<file path="src/rtl/cfg_seq.sv">
module cfg_seq #(
  parameter int CNT_W  = 24,
  parameter int EXT_CY = 6,
  parameter int SU_CY  = 4
) (
  input  logic             clk,
  input  logic             por_n,
  input  logic             rst_n,
  input  logic             prog_n,
  input  logic             init_ok,
  input  logic             master,
  input  logic [CNT_W-1:0] len_val,
  input  logic             len_load,
  input  logic             end_frame,
  output logic [1:0]       phase,
  output logic             glob_rst,
  output logic             bidir_oe,
  output logic             done
);
  localparam logic [1:0] PH_INIT = 2'd0, PH_CFG = 2'd1, PH_SU = 2'd2, PH_RUN = 2'd3;
  localparam int EXT_W = $clog2(EXT_CY + 1);
  localparam int SU_W  = $clog2(SU_CY);
  localparam logic [CNT_W-1:0] CNT_MAX = {CNT_W{1'b1}};
  localparam logic [EXT_W-1:0] EXT_LAST = EXT_W'(EXT_CY);
  localparam logic [SU_W-1:0]  SU_LAST  = SU_W'(SU_CY - 1);

  logic [1:0]       ph;
  logic [CNT_W-1:0] cnt, len_reg;
  logic             len_vld, end_seen;
  logic [EXT_W-1:0] ext;
  logic [SU_W-1:0]  su;

  wire pins_hi  = rst_n & prog_n;
  wire ready    = pins_hi & init_ok;
  wire ext_done = ~master | (ext == EXT_LAST);
  wire complete = len_vld & end_seen & (cnt == len_reg);

  always_ff @(posedge clk or negedge por_n) begin
    if (!por_n) begin
      ph       <= PH_INIT;
      cnt      <= '0;
      len_reg  <= '0;
      len_vld  <= 1'b0;
      end_seen <= 1'b0;
      ext      <= '0;
      su       <= '0;
    end else begin
      unique case (ph)
        PH_INIT: begin
          cnt      <= '0;
          len_vld  <= 1'b0;
          end_seen <= 1'b0;
          su       <= '0;
          if (ready && ext_done) begin
            ph  <= PH_CFG;
            ext <= '0;
          end else if (ready) begin
            ext <= ext + 1'b1;
          end else begin
            ext <= '0;
          end
        end
        PH_CFG: begin
          if (!pins_hi) begin
            ph <= PH_INIT;
          end else begin
            if (complete) ph <= PH_SU;
            if (len_load) begin
              len_reg <= len_val;
              len_vld <= 1'b1;
            end
            if (end_frame) end_seen <= 1'b1;
            if (cnt != CNT_MAX) cnt <= cnt + 1'b1;
          end
        end
        PH_SU: begin
          if (!prog_n)           ph <= PH_INIT;
          else if (su == SU_LAST) ph <= PH_RUN;
          else                    su <= su + 1'b1;
        end
        default: begin
          if (!prog_n) ph <= PH_INIT;
        end
      endcase
    end
  end

  assign phase    = ph;
  assign done     = ph[1];
  assign bidir_oe = ph[1];
  assign glob_rst = ~((ph == PH_RUN) | ((ph == PH_SU) & (su == SU_LAST)));
endmodule

</file>
<file path="config.mk">
export PLATFORM = sky130hd
export DESIGN_NAME = cfg_seq
export DESIGN_NICKNAME = d
export VERILOG_FILES = /design/src/rtl/cfg_seq.sv
export SDC_FILE = /design/constraint.sdc
export NUM_CORES = 1
export LEC_CHECK = 0
export ABC_AREA = 1
export BUFFER_PORTS_ARGS = -buffer_cell sky130_fd_sc_hd__buf_2
export CORE_UTILIZATION = 55
export CTS_BUF_LIST = sky130_fd_sc_hd__clkbuf_16
export DETAILED_ROUTE_END_ITERATION = 7
export PLACE_DENSITY = 0.79
export SETUP_SLACK_MARGIN = 0.15
export SLEW_MARGIN = 30
export SYNTH_ARGS = -nofsm -noshare
export SYNTH_HDL_FRONTEND = slang
export SYNTH_SLANG_ARGS = --single-unit
</file>
<file path="constraint.sdc">
create_clock -name clk -period 2.1 [get_ports clk]
set_input_delay 0.21 -clock clk [delete_from_list [all_inputs] [get_ports clk]]
set_output_delay 0.21 -clock clk [all_outputs]
set_load 0.05 [all_outputs]
</file>
==> metrics.csv <==
stage,metric,value,unit
synthesis,synth_edf_count,0,
worst_setup_path,reg2reg_slack,280,ps
worst_setup_path,startpoint,cnt[1]$_DFFE_PN0P_,
global_route,grt_util_met1,0.329,
global_route,met2_usage,0.497,
timing,setup_tns,0,ps
worst_setup_path,worstSetupStartpointType,flop,
finish,final_cell_mix,"nand2_1 (132), dfrtp_1 (57), inv_1 (56), nor2_1 (55), buf_2 (36)",
finish,syn_to_final_growth,19.4,%
worst_setup_path,cp.required,2360,ps
timing,fmax,550,MHz
timing,final.min_clock_period,1820,ps
flow_run,cap_violations,0,
global_route,grt_pass1_vias,3095,
floorplan,start_util,0.574,
clock_network,cts.sinks,57,
global_route,grt_max_degree,34,
worst_setup_path,end_kind,flop,
worst_setup_path,timing.rr.start,cnt[1]$_DFFE_PN0P_,
clock_network,clk-insertion-delay-late,330,ps
global_route,grt.overflow.total,0,
worst_hold_path,hp-class,input port to flop,
synthesis,yosysSeqAreaShare,0.417,
floorplan,die-area,6530,um^2
global_route,track_usage,0.288,
synthesis,syn_inst,463,
timing,clock_skew,6.42,ps
clock_network,cts_tree,yes,
routing,wire_per_inst,14.4,um
worst_setup_path,crit_type,flop to flop,
synthesis,async_flop_share,1.00,
global_route,grt_pass1_wl,13900,um
timing,final_hold_viol_count,0,
synthesis,ys_warn_count,0,
clock_network,root_buffer,clkbuf_16,
finish,multi_input_area,1720,um^2
worst_setup_path,cp_data_arrival_time,2080,ps
finish,postLayoutCellArea,4080,um^2
clock_network,clk_pin_slew,50,ps
routing,drcViolationCount,0,
finish,nets,551,
finish,layout_commonest_cell,nand2_1,
routing,via_count,3195,
synthesis,synth_top_area_cell,dfrtp_1,
placement,hpwlAfterDp,6080,um
placement,port_buffers,36,
routing,dr.pass1.iters,6,
global_route,antenna_found_initial,0,
synthesis,synth.avg_cell_area,7.38,um^2
synthesis,synth_flop_cell,dfrtp_1,
global_route,grt-busiest-layer,met2,
timing,fin_hold_ws,95.1,ps
timing,rsz0062_at_grt,no,
timing,setup_viol,0,
pwr,p_per_area,1030,nW/um^2
placement,gp_congestion,0.960,
worst_setup_path,r2r_cells,9,
floorplan,core_area,5960,um^2
finish,seq_area,1430,um^2
placement,dpl-instance-area,3720,um^2
finish,final_cells,595,
pwr,vdd_drop_max,0.676,mV
worst_setup_path,cp-endpoint,cnt[0]$_DFFE_PN0P_,
floorplan,num_io_pins,37,
clock_network,cts_buffers,9,
pwr,power.leakage,2.01,nW
synthesis,synth_nets,499,
routing,final_antenna_net_count,0,
synthesis,synthesis.area,3420,um^2
run_status,status,"finished, final reports clean",
routing,wl,8540,um
finish,fillers,526,
timing,tightest_slew,594,ps
finish,layout-drive-gt1-share,0.210,
clock_network,cts.htree.levels,3,
synthesis,synth_top_cell_area_share,0.417,
synthesis,yosys-top-cells-area,"dfrtp_1 (42%), nand2_1 (14%), inv_1 (6.3%), nor2_1 (6.0%), nand3_1 (4.4%)",
routing,via_per_inst,5.37,
worst_setup_path,r2r_end,cnt[0]$_DFFE_PN0P_,
worst_setup_path,critPathMaxFanout,13,
floorplan,rows,28,
synthesis,synth_cell_types,32,
placement,dp_cells,575,
timing,fin_crit_sh,0.865,
floorplan,chipHeight,80.8,um
global_route,grt_use_met3,0.0775,
clock_network,cts_buffer_depth,2,
timing,finalMaxSlewViolations,0,
synthesis,ys_ff_latch,57,
pwr,total_power,4.21,mW
finish,diodes,0,
timing,max-slew-margin-rel,0.604,
floorplan,die_w,80.8,um
routing,first_iter_violations,256,
-- cells by family after synthesis --
logic type	count (synthesis)	synth area share
AO/OA/AOI/OAI	63	0.116
multiplexers	4	0.0132
flip-flops	57	0.417
XOR/XNOR	9	0.0231
adder cells (fa/ha/maj)	4	0.0146
AND/OR/NAND/NOR	254	0.328
buffers and inverters	72	0.0886
-- worst min-delay path by stage --
stage               cells past startpoint                      to       from
detailed placement                      1  len_reg[6]$_DFFE_PN0P_      por_n
global placement                        1  len_reg[6]$_DFFE_PN0P_      por_n
floorplan                               0      cnt[0]$_DFFE_PN0P_      por_n
global route                            2    end_seen$_DFFE_PN0P_  end_frame
finish                                  2    end_seen$_DFFE_PN0P_  end_frame
CTS                                     2    end_seen$_DFFE_PN0P_  end_frame
-- per-layer routing --
metal	part of all wire	up-vias
met5	0	-
met1	0.42	1472
met4	0.032	0
met2	0.50	111
li1	-	1579
met3	0.050	33
-- worst max-delay path, stage by stage (launching register included) --
cell and delay (ps):
dfrtp_1 390, ha_2 220, nand3_2 110, inv_2 100, nand2_2 70, nor3_4 250
nand2_2 100, nand2_4 140, nand2_4 180, a21oi_2 180
-- report_power, final --
group | total [mW] | internal (mW) | leakage (nW) | switching, mW
Combinational | 1.15 | 0.373 | 1.14 | 0.776
Sequential | 1.53 | 1.35 | 0.718 | 0.173
Clock | 1.54 | 1.02 | 0.150 | 0.512
-- cell usage after synthesis (2+ instances only) --
| library cell | count |
|---|---|
| nand2_1 | 132 |
| dfrtp_1 | 57 |
| inv_1 | 57 |
| nor2_1 | 55 |
| nand3_1 | 30 |
| a21oi_1 | 27 |
| o21ai_0 | 14 |
| nand4_1 | 12 |
| o21ai_2 | 12 |
| nor3_1 | 10 |
| a21oi_2 | 7 |
| xor2_1 | 7 |
| clkbuf_1 | 5 |
| nand2_2 | 5 |
| ha_1 | 4 |
| mux2_2 | 4 |
| buf_6 | 3 |
| inv_2 | 3 |
| buf_4 | 2 |
| nand2_4 | 2 |
| nor2_4 | 2 |
| or2_2 | 2 |
| xnor2_1 | 2 |
-- final cells by class --
cell class                      instances  share of cell area
Sequential cell                        57               0.349
Timing Repair Buffer                   50              0.0736
Inverter                               62              0.0576
Clock buffer                            9              0.0552
Multi-Input combinational cell        335               0.420
Clock inverter                          7              0.0208
Tap cell                               75              0.0230
-- per-stage QoR --
step | utilization | setup WS [ps]
final | 0.686 | 283
after global routing | 0.686 | 115
after CTS | 0.678 | 158
after detailed placement | 0.625 | 159
after global placement | 0.625 | 288
after floorplan | - | 268
-- repair_timing --
| item | 4_1_cts | 5_1_grt |
|---|---|---|
| endpoints found under the setup margin | 0 | 16 |
| hold endpoints to repair | 24 | 0 |
| buffers inserted | 0 | 2 |
| gates resized for setup | 0 | 5 |
| hold buffers | 1 | 0 |
Power figures use the tool's default switching activity.
